## config.mk

```make
export PLATFORM = sky130hd
export DESIGN_NAME = cmos_idx_port
export DESIGN_NICKNAME = d
export VERILOG_FILES = /design/src/rtl/cmos_idx_port.sv
export SDC_FILE = /design/constraint.sdc
export NUM_CORES = 1
export LEC_CHECK = 0
export ABC_AREA = 0
export BUFFER_PORTS_ARGS = -buffer_cell sky130_fd_sc_hd__buf_2
export CAP_MARGIN = 20
export CORE_UTILIZATION = 51
export DETAILED_ROUTE_END_ITERATION = 16
export PLACE_DENSITY = 0.71
export SETUP_SLACK_MARGIN = 0.05
export SYNTH_ARGS = -nofsm -noshare
export SYNTH_HDL_FRONTEND = slang
export SYNTH_SLANG_ARGS = --single-unit
```

## constraint.sdc

```tcl
create_clock -name clk -period 4.8 [get_ports clk]
set_input_delay 0.48 -clock clk [delete_from_list [all_inputs] [get_ports clk]]
set_output_delay 0.48 -clock clk [all_outputs]
set_load 0.01 [all_outputs]
```

## src/rtl/cmos_idx_port.sv

```systemverilog
module cmos_idx_port #(
  parameter int AW         = 8,
  parameter int RAM_AW     = 6,
  parameter logic [AW-1:0] IDX_PORT   = 8'h70,
  parameter logic [AW-1:0] DATA_PORT  = 8'h71,
  parameter logic [AW-1:0] ALIAS_PORT = 8'h74
) (
  input  logic          clk,
  input  logic          rst_n,
  input  logic [AW-1:0] io_addr,
  input  logic [7:0]    io_wdata,
  input  logic          io_wr,
  input  logic          io_rd,
  output logic [7:0]    io_rdata,
  input  logic          alt_mode_en,
  input  logic          nmi_req,
  output logic          nmi_out,
  output logic          seq_warn
);
  localparam int DEPTH = 1 << RAM_AW;

  logic [6:0] idx_q;
  logic       mask_q;
  logic       alt_q;
  logic       pend_q;
  logic       expect_q;
  logic       warn_q;
  logic [7:0] mem [DEPTH];

  wire hit_idx   = (io_addr == IDX_PORT);
  wire hit_data  = (io_addr == DATA_PORT);
  wire hit_alias = (io_addr == ALIAS_PORT);
  wire access    = io_rd | io_wr;
  wire [RAM_AW-1:0] ram_a = idx_q[RAM_AW-1:0];

  always_ff @(posedge clk or negedge rst_n) begin
    if (!rst_n) begin
      idx_q  <= '0;
      mask_q <= 1'b1;
    end else if (io_wr && hit_idx) begin
      idx_q  <= io_wdata[6:0];
      mask_q <= io_wdata[7];
    end
  end

  always_ff @(posedge clk or negedge rst_n) begin
    if (!rst_n) alt_q <= 1'b0;
    else        alt_q <= alt_mode_en;
  end

  always_ff @(posedge clk or negedge rst_n) begin
    if (!rst_n) begin
      for (int i = 0; i < DEPTH; i++) mem[i] <= '0;
    end else if (io_wr && hit_data) begin
      mem[ram_a] <= io_wdata;
    end
  end

  always_comb begin
    io_rdata = 8'h00;
    if (io_rd) begin
      if (hit_idx)        io_rdata = alt_q ? {mask_q, idx_q} : 8'hFF;
      else if (hit_alias) io_rdata = {1'b0, idx_q};
      else if (hit_data)  io_rdata = mem[ram_a];
    end
  end

  always_ff @(posedge clk or negedge rst_n) begin
    if (!rst_n) pend_q <= 1'b0;
    else        pend_q <= nmi_req | (pend_q & mask_q);
  end

  assign nmi_out = pend_q & ~mask_q;

  always_ff @(posedge clk or negedge rst_n) begin
    if (!rst_n) begin
      expect_q <= 1'b0;
      warn_q   <= 1'b0;
    end else if (access) begin
      if (expect_q && !hit_data) warn_q <= 1'b1;
      expect_q <= io_wr && hit_idx;
    end
  end

  assign seq_warn = warn_q;
endmodule


```

==> results of run 1 <==
[power groups by stage]
stage | clock network (µW) | registers, µW | logic, µW
global placement | 0 | 4530 | 444
floorplan | 0 | 4510 | 223
detailed placement | 0 | 4530 | 452
finish | 3880 | 4450 | 461
CTS | 3920 | 4450 | 453
global route | 4110 | 4450 | 494
[layout make-up]
type	instances	area, µm²
Timing Repair Buffer	69	585.6
Clock inverter	7	46.29
Fill cell	3764	20030
Inverter	3	11.26
Multi-Input combinational cell	1127	10360
Clock buffer	83	1539
Tap cell	607	759.5
Sequential cell	524	13120
[layer usage]
metal	part of all wire, %	GRT usage, %
met1	42	40.48
met2	46	43.61
met3	8.2	5.586
met4	3.6	10.88
met5	0	0
[worst paths after layout]
kind	to	cells after the start	slack [ps]
min in group clk	pend_q	2	40
hold / removal	mem[323]	1	40
hold reg to reg	mem[499]	1	480
setup / recovery	io_rdata[7]	9	220
setup reg to reg	mem[21]	5	980
max in group asynchronous	mem[289]	2	3540
[through the flow]
step	utilization [%]	hold slack [ps]
floorplan	-	184.4
global placement	53.35	449.0
detailed placement	53.39	459.7
CTS	56.82	31.70
global route	56.88	49.06
finish	56.88	41.17
[cells in the final DEF (no fill, tap or decap), types with 8 or more instances in the layout]
cell       synthesis  layout
nor2b_1           12       8
o22ai_1           26      26
buf_2             17      30
mux2_1            38      38
a22oi_1           83      83
buf_4              2      27
a221o_1           31      31
mux4_2            16      16
nand2_1           53      53
buf_12             0       9
o21ai_0           49      49
nand3_1           19      19
nor2_2            33      33
nor2_1            34      33
clkbuf_1         116      20
mux2i_1           52      52
clkbuf_16          0      53
a221oi_1          38      38
clkbuf_8           0      10
dfrtp_1          523     520
a22o_1            24      24
a21oi_1           37      37
mux2_2           506     506
nand2b_1          12      12
[registers in the layout, indices dropped and copies added, names as in the netlist]
signal,cells
mem,512
idx_q,7
alt_q,1
expect_q,1
mask_q,1
pend_q,1
seq_warn,1
[cell families (layout without fill, tap and decap cells)]
logic type	Yosys count	count (layout)	synth area share, %
AOI/OAI and AO/OA	317	317	9.648
buffers and inverters	143	162	2.360
DFF	524	524	54.60
muxes	612	612	29.17
and+or+nand+nor	198	198	4.220
[what timing repair did]
item                      CTS  global route
hold endpoints to repair    1             0
resized for setup           0             0
hold buffers                1             0
[worst max-delay path, delay by kind of cell (launching register included)]
family                 cells  cell delay, ps
DFF                        1             750
buffers and inverters      3             900
AOI/OAI and AO/OA          3             480
and+or+nand+nor            3            1270
==> impl.org, run 1 <==
** Pwr
- Int Power :: 6717 µW
- Proportion of power drawn by combinational gates :: 5.2%
- Across the VDD grid, the largest voltage drop is 0.0002656 V.
- In this run the power spent charging and discharging nets is 2079 µW.
- Part of the total power dissipated in the clock network :: 44.1%
- Power density cells :: 332.9 nW/µm²
- Switch share :: 23.63%
- The completed layout was analyzed and its total power is 8796 µW.
- Of the total power, registers draw 50.6%.
- The analysis attributes to cell leakage a power of 0.01255 µW.

** Min path
- Class of the worst hold path :: in -> async

** Die
- Boundary Pins :: 32
- Vertical die dimension :: 219.0 µm
- Core box area :: 46460 µm²
- After floorplanning, the core was divided into 79 placement rows.
- The die is 219.0 µm wide.
- Starting density of the core :: 51.70%
- The die covers 47970 µm².

** CTS
- Counting the buffers created by CTS gives 53.
- The clock net in this run drives a total of 524 sinks.
- Clock transition at the registers of the reported paths :: 60 ps
- H-tree levels :: 2
- Counting along the longest clock path gives a buffer depth of 3.
- TritonCTS built the clock tree.
- For the worst-skew pair, the clock arrives at the later sink with an insertion delay of 610 ps.
- Post CTS Setup Buffer Count :: 0
- Clock tree synthesis selected as its root buffer the cell clkbuf_16.

** Route
- Dividing the detail-routed via count by the number of cells gives 6.623.
- Remaining antenna violation count :: 0
- In the routed design, unresolved DRC markers number 0.
- After detailed routing, the total wire length is 66590 µm.
- In this run, the number of DRC markers left after iteration 0 of detailed routing was 1675.
- Number of vias after detailed routing :: 16027
- Average wire per cell in the routed design :: 27.52 µm
- Pre-Repair DR Iteration Count :: 5

** Synthesis
- In this run, synthesis produced a sequential element count of 524.
- Library cell with the highest instance count after synthesis :: dfrtp_1
- Synth Flop Type :: dfrtp_1
- Sequential cell area fraction in the yosys report :: 54.60%
- After synthesis, the most frequently instantiated cells are 523 x dfrtp_1, 506 x mux2_2, 116 x clkbuf_1, 83 x a22oi_1, 53 x nand2_1.
- In the synthesized netlist the async set-or-reset flop fraction comes to 100.0%.
- Avg Cell Area, Syn :: 13.39 µm²
- Cell type contributing the most total cell area after synthesis :: dfrtp_1
- Number of flops mapped to enable cells by yosys :: 0
- Synth top area cells :: dfrtp_1 54%, mux2_2 24%, a22oi_1 2.6%
- Post-synthesis cell area :: 24020 µm²
- Ys Warns :: 0
- Area fraction of the dominant cell type after synthesis :: 54.49%
- Count of cell types in the netlist :: 55
- Gate count after technology mapping :: 1794
- The number of nets handed over by synthesis was 1816.

** STA
- Unrepaired setup endpoints after global routing :: no
- For the pin with the worst max-slew slack, the measured transition is 1165 ps.
- Between clock sinks in the finished design, the worst skew comes to 20.37 ps.
- Fin crit share :: 95.41%
- The final count of pins violating max slew came to 0.
- After routing, the total negative slack on setup checks comes to 0 ps.
- Based on the critical path, the design can be clocked at up to 0.2184 GHz.
- Post-route worst setup slack :: 220.2 ps
- Setup violations remaining at the end of the flow were counted as 0.
- Max transition margin :: 22.34%
- Final hold viol count :: 0
- The routed design could run at a clock period as short as 4580 ps.

** GRT
- The number of global-route vias before repair was 16197.
- Overflow after GRT :: 0
- First-pass GRT wire length :: 102500 µm
- Antenna violations before repair :: 0
- Overall track demand over capacity in global routing :: 28.60%
- Entering global routing, the biggest net connects 134 pins.

** Place
- Inst Count DP :: 2328
- Detailed placement finished with a half-perimeter wire length of 41730 µm.
- At the placement stage, the worst setup path has a slack of 1028 ps.
- Once placement finished, the instance area stood at 24800 µm².
- Port buffering added 31 buffers.
- At the end of routability-driven placement, the weighted congestion stood at 0.9043.

** Layout
- The final layout contains 1800 nets.
- The finished cells cover 26430 µm².
- The post-route netlist has 38.94% of its cells at a drive strength greater than 1.
- Relative to the synthesized area, the layout overhead comes to 10.02%.
- Post-route non-filler standard cell count :: 2420
- 0 antenna diodes ended up in the layout.

** Worst setup path
- The critical path goes through nor2b_4, buf_4, a22oi_1, nand3_1, o21ai_0, nor4_1, a2111oi_0, buf_4, buf_2.
- Type of the worst setup path :: reg -> out
- Crit path DAT :: 4100 ps
- Critical path launch point type :: flop
- Worst setup startpoint :: idx_q[1]
- Library cell contributing the largest single delay on the critical path :: dfrtp_2
- Along the worst path, the maximum fanout reaches 43.
- Worst path max stage delay :: 750 ps
- WP data required :: 4320 ps
- The worst register-to-register path begins at idx_q[0].
- The worst setup path is captured at an output port.
- By instance count, the cell type seen most on the critical path is buf_4.

** Status
- The run finished with clean final reports.

** Job
- Maximum Capacitance Violations :: 0
(Power assumes the default switching activity.)
==> run 2, diff against run 1 <==
CELL_PAD_IN_SITES_DETAIL_PLACEMENT = 0   (was default)
CELL_PAD_IN_SITES_GLOBAL_PLACEMENT = 1   (was default)
CTS_BUF_LIST = sky130_fd_sc_hd__clkbuf_2 sky130_fd_sc_hd__clkbuf_4 sky130_fd_sc_hd__clkbuf_8   (was default)
PLACE_DENSITY = 0.81   (was 0.71)
clock period = 5.48 ns   (was 4.8 ns; I/O delays follow)
==> run 2 against run 1 <==
Critical path depth shrank 2. Cell area increased by 0.42%. Setup slack gained 410 ps. Sequential share of layout area is 0.21 points lower. Core utilization grew 0.24 points. Total power down 11%. Critical path type unchanged. Largest cell class unchanged. Largest power group unchanged. Highest routed layer is now met5.
==> impl.org, run 2 (synthesized netlist as in run 1, its figures left out) <==
** Layout
- Count of antenna diodes in the layout :: 0
- After filler insertion, the fill cell instance count of the layout stands at 3752.
- The largest registers in the layout are mem x512, idx_q x7.
- Cells with a size suffix above 1 make up 41.72% of the layout.
- mem holds more flip-flops than any other register.
- From synthesis to final layout, the design area changed by 10.49%.
- Max reg flops :: 512
- In the layout the commonest cells are 520 x dfrtp_1, 506 x mux2_2, 110 x clkbuf_8, 83 x a22oi_1, 53 x nand2_1.
- In the final design database the tool counted 1828 nets.
- The library cell used most frequently in the layout, excluding fill and tap cells, is dfrtp_1.

** STA
- The final number of hold-violating endpoints was 0.
- Measured against its own limit, the worst slew margin works out to 22.38%.
- For the pin with the worst max-slew slack, the measured transition is 1158 ps.
- The clock arrives with 28.98 ps of skew.
- For the final routed database, the setup TNS stands at 0 ps.
- Setup repair after global routing left no endpoint under its margin.
- For the finished layout, the period the worst path requires is 4847 ps.
- Setup violations remaining at the end of the flow were counted as 0.
- In the finished design, the share of the clock period the worst path needs comes to 88.46%.
- After layout, the worst setup slack is 632.6 ps.
- WHS :: 70.86 ps
- Timing would allow up to 0.2063 GHz.
- The final count of pins violating max slew was 0.

** Worst setup path
- Crit path capture type :: output port
- Worst setup startpoint :: idx_q[1]
- Worst flop-to-flop path startpoint :: idx_q[0]
- The slowest stage of the critical path belongs to the cell dfrtp_2.
- Critical path launch point type :: flop
- For the worst setup path, the data required time is 4930 ps.
- Cell Chain, Critical Path :: clkinv_1, buf_4, a221o_1, a22oi_1, o221ai_1, o31a_1, buf_2
- For this run, the slowest stage of the critical path takes 960 ps.
- Total buffers and inverters traversed by the critical path :: 3
- On the critical path the largest part of the delay comes from compound AO/OA/AOI/OAI gates.
- Crit path DAT :: 4300 ps
- Worst-path maximum fanout :: 38
- Type of the worst setup path :: reg -> out

** Route
- Starting DRT DRC Count :: 1350
- After detailed routing, the total wire length is 65530 µm.
- The detail route stage leaves a number of antenna-violating nets equal to 0.
- The pre-antenna-repair detailed-routing pass consisted of 7 iterations.
- For this run, design rule violations remaining after detail routing come to 0.
- Average wire per cell in the routed design :: 26.49 µm
- Via density per instance :: 6.447
- The routed layout has 15950 vias.

** Place
- Final weighted congestion in routability-driven placement :: 0.8769
- Port buffering added 31 buffers.
- Before CTS, the worst setup slack after placement is 1198 ps.
- The HPWL after detailed placement is 39920 µm.

** CTS
- CTS built an H-tree with a depth of 3.
- At the later pin of the worst-skew pair, clock insertion delay measures 680 ps.
- CTS sink count :: 524
- TritonCTS buffer count :: 88
- TritonCTS built the clock tree.
- Buffer type at the clock tree root :: clkbuf_8
- The clock passes through at most 3 buffers.
- Clock transition at the registers of the reported paths :: 60 ps

** Status
- Result of the run :: completed

** GRT
- Overflow after GRT :: 0
- Entering global routing, the biggest net connects 157 pins.
- For this run, the total global-route usage over all layers was measured as 28.34%.
- First-pass GRT wire length :: 101600 µm
- Antenna violations before repair :: 1
- Vias in the first global route :: 16358

** Die
- Vertical die dimension :: 219.0 µm
- Floorplan row count :: 79
- Pin placement for this block handled 32 I/O pins.
- The core region is 46460 µm².
- The initial utilization of the core area, before any placement, comes to 51.70%.
- Die Wd :: 219.0 µm
- The die covers 47970 µm².

** Pwr
- Static leakage power :: 0.01267 µW
- Dividing total power by cell area gives a power density of 295.9 nW/µm².
- Total power of the final layout :: 7853 µW
- Across the VDD grid, the largest voltage drop is 0.0002365 V.

** Min path
- In this run the most critical hold path is launched from nmi_req.
- The path class of the tightest hold or removal check is in -> reg.

** Job
- Across the run, the number of max-cap violations was 0.
-- run 2: cell count changes in the layout (fill, tap and decap cells not counted) --
cell           previous run  this run
dlygate4sd3_1             1         2
clkinvlp_4                0         3
clkinv_2                  4         8
buf_6                     0         1
buf_4                    27        21
clkbuf_16                53         0
buf_12                    9         6
clkbuf_8                 10       110
clkbuf_2                  0         1
inv_6                     2         0
clkbuf_4                  0        29
buf_16                    1         0
clkbuf_1                 20         0
-- run 2: stage by stage --
stage | instances | util [%] | cell area (µm²)
2_1_floorplan | 1794 | - | 24020
3_3_place_gp | 2317 | 53.08 | 24660
3_5_place_dp | 2318 | 53.12 | 24680
4_1_cts | 2471 | 57.04 | 26500
5_1_grt | 2474 | 57.12 | 26540
6_report | 2474 | 57.12 | 26540
-- run 2: final cells by class --
cell class | instances | area, µm² | share of cell area [%]
sequential | 524 | 13120 | 49.45
multi-input combinational | 1127 | 10360 | 39.04
clock inverter | 12 | 71.32 | 0.2688
inverter | 3 | 11.26 | 0.04243
clock buffer | 139 | 1732 | 6.526
tap | 607 | 759.5 | 2.862
timing repair buffer | 62 | 479.2 | 1.806
-- run 2: metal layers --
metal	part of all wire (%)	track usage, %	up-vias
li1	-	-	6768
met1	44	40.04	8368
met2	45	42.31	641
met3	7.2	6.085	169
met4	3.5	11.76	4
met5	0.11	1.042	-
-- run 2: where the power goes --
part	total [µW]	switching, µW	leakage, µW	internal (µW)
logic	382	294	0.00440	87.9
clock network	3560	1570	0.000960	1990
registers	3910	31.3	0.00731	3880
-- run 2: what timing repair did --
| action | 4_1_cts | 5_1_grt |
|---|---|---|
| gates resized for setup | 0 | 0 |
| buffers inserted | 0 | 0 |
| hold buffers | 2 | 0 |
| endpoints found under the hold margin | 84 | 0 |
-- run 2: path summary, 6_finish.rpt --
check                                    to  slack [ps]  cells past startpoint
worst max-delay path            io_rdata[5]         630                      7
worst min-delay path                 pend_q          70                      2
worst max register to register     mem[419]        1320                      5
worst min register to register     seq_warn         470                      1
max in group asynchronous           mem[69]        3570                      3
min in group asynchronous          mem[375]         510                      2
==> run 3, diff against run 2 <==
==> constraint.sdc (replaced) <==
create_clock -name clk -period 5.48 [get_ports clk]
set_input_delay 0.822 -clock clk [delete_from_list [all_inputs] [get_ports clk]]
set_output_delay 0.822 -clock clk [all_outputs]
set_load 0.01 [all_outputs]
==> run 3 against run 2 <==
Non-clock buffer count is 5 higher. Total power is 1.3% higher. Wire length is 0.35% higher. Die area stayed put. Sequential share of layout area shrank 0.19 points. Worst hold slack improved by 66 ps. Cell area rose by 0.38%. Sequential power about the same. Largest power group unchanged.
==> impl.org, run 3 (synthesized netlist as in run 1, its figures left out) <==
** Die
- Pin placement for this block handled 32 I/O pins.
- Full die area :: 47970 µm²
- For this configuration, the core starts out at a cell density of 51.70%.
- Vertical die dimension :: 219.0 µm
- Core box area :: 46460 µm²
- The floorplan has 79 rows.
- In this run the horizontal extent of the chip is 219.0 µm.

** Place
- Routability-driven placement finished with a final weighted congestion of 0.8651.
- OpenSTA, run right after detailed placement, puts the worst setup slack at 1172 ps.
- Once detailed placement completed, the half-perimeter wirelength came to 40240 µm.
- During placement, the flow inserted port buffers numbering 31.
- Inst Count DP :: 2327

** Layout
- After the flow finishes, the layout carries non-filler instances totaling 2477.
- The library cell used most frequently in the layout, excluding fill and tap cells, is dfrtp_1.
- Layout Area Growth over Synthesis :: 10.91%
- Biggest regs :: mem x512, idx_q x7
- The post-route netlist has 41.89% of its cells at a drive strength greater than 1.
- Total Nets Final :: 1831
- The register with the most flip-flops in the layout has 512 of them.
- In the layout the commonest cells are 520 x dfrtp_1, 506 x mux2_2, 117 x clkbuf_8, 83 x a22oi_1, 53 x nand2_1.
- Once layout is complete, the utilization of the core stands at 57.34%.
- Ranked by flip-flop count, first place goes to mem.
- Fillers :: 3807

** STA
- Counting I/O delays and the setup requirement, the final critical path takes 5072 ps.
- Number of pins exceeding their max-slew limit in the final report :: 0
- Setup slack on the critical path of the routed design comes to 407.9 ps.
- Achievable frequency :: 0.1972 GHz
- The final number of hold-violating endpoints is 0.
- Setup violation total in the final timing report :: 0
- For the final database, setup skew stands at 27.91 ps.
- The worst pin sits at a relative slew slack of 28.47%.
- For the pin with the worst max-slew slack, the measured transition is 1071 ps.
- Unrepaired setup endpoints after global routing :: no
- The final critical path takes up 92.56% of the cycle.
- In the final timing run, aggregate negative setup slack is 0 ps.

** GRT
- For this run the aggregate overflow at the end of global routing stands at 0.
- Maximum number of pins on one net before global-route repair :: 156
- First-pass GRT wire length :: 103000 µm
- The number of global-route vias before repair came to 16833.
- Overall track demand over capacity in global routing :: 28.58%
- The initial antenna violation count came to 1.

** CTS
- Clock transition at the registers of the reported paths :: 60 ps
- Clock Tree Buf Depth :: 3
- Buffers inserted during clock tree synthesis total 86.
- Clock tree from TritonCTS :: built
- Post CTS Setup Buffer Count :: 0
- CTS sink count :: 524
- The clock reaches the later pin of the worst-skew pair after 690 ps.
- Hold-fix buffers, CTS :: 0
- The H-tree was split into 3 levels.
- Clock tree synthesis selected as its root buffer the cell clkbuf_8.
- Number of gates resized after CTS :: 0

** Worst setup path
- WP data required :: 4660 ps
- Type of the worst setup path :: reg -> out
- Worst-path maximum fanout :: 50
- Slack of the worst reg-to-reg path :: 1700 ps
- Depth of the worst register-to-register path :: 5
- Worst flop-to-flop path startpoint :: idx_q[0]
- Critical path launch point type :: flop
- Crit path DAT :: 4250 ps
- The worst setup path is captured at an output port.
- The endpoint identified for the worst register-to-register timing path is mem[417].

** Route
- Pre-Repair DR Iteration Count :: 5
- The routed layout has 15858 vias.
- Post-detailed-routing wire length :: 65760 µm
- After detailed routing, the number of remaining DRC violations is 0.
- Average wire per cell in the routed design :: 26.55 µm
- Remaining antenna violation count :: 0
- Via density per instance :: 6.402
- Starting DRT DRC Count :: 1379

** Pwr
- In this run the static leakage power is 0.01271 µW.
- Power density cells :: 298.7 nW/µm²
- Worst IR Drop VDD :: 0.0002031 V

** Min path
- The tightest min-delay check is of the in -> async type.

** Status
- Result of the run :: completed

** Job
- The tool flagged a number of max-cap violations equal to 0.
## run 3: worst max path at each step
stage | start | slack, ps | cells past startpoint | end
2_1_floorplan | io_addr[0] | 2310 | 6 | io_rdata[7]
3_3_place_gp | idx_q[0] | 1290 | 8 | io_rdata[7]
3_5_place_dp | idx_q[0] | 1170 | 8 | io_rdata[7]
4_1_cts | idx_q[0] | 440 | 8 | io_rdata[7]
5_1_grt | idx_q[0] | 260 | 8 | io_rdata[7]
6_report | idx_q[0] | 410 | 8 | io_rdata[7]
## run 3: cell type report
type | count | area [µm²] | area share (%)
flip-flops and latches | 524 | 13120 | 49.26
multi-input cells | 1127 | 10360 | 38.90
clock buffers | 140 | 1783 | 6.693
well taps | 607 | 759.5 | 2.851
repair buffers | 67 | 523.0 | 1.963
clock inverters | 8 | 75.07 | 0.2818
inverters | 3 | 11.26 | 0.04227
diodes | 1 | 2.502 | 0.009394
## run 3: critical path, cell delays in order (launching register included)
cell,delay [ps]
dfrtp_4,1020
nor2b_2,780
buf_4,370
a22oi_1,140
nand3_1,140
o21ai_0,140
nor4_1,430
a2111oi_0,280
buf_2,210
## run 3: stage by stage
stage / cell area, µm² / hold slack [ps] / power, µW
3_5_place_dp: 24760 / 459.8 / 4361
6_report: 26640 / 136.5 / 7956
4_1_cts: 26620 / 121.1 / 8010
3_3_place_gp: 24760 / 450.9 / 4355
2_1_floorplan: 24020 / 445.3 / 4149
5_1_grt: 26640 / 162.9 / 8215
## run 3: per-layer routing
layer	track usage, %	up-vias	part of all wire [%]
li1	-	6745	-
met1	39.31	8351	43
met2	43.77	598	46
met3	6.015	164	6.8
met4	12.64	0	3.9
met5	0	-	0
## run 3: report_power, final
part	internal (µW)	total (µW)	switching (µW)	leakage, µW
Combinational	90.1	390	300	0.00443
Clock	2090	3660	1570	0.000973
Sequential	3880	3910	27.3	0.00731
Total	6060	7960	1900	0.0127
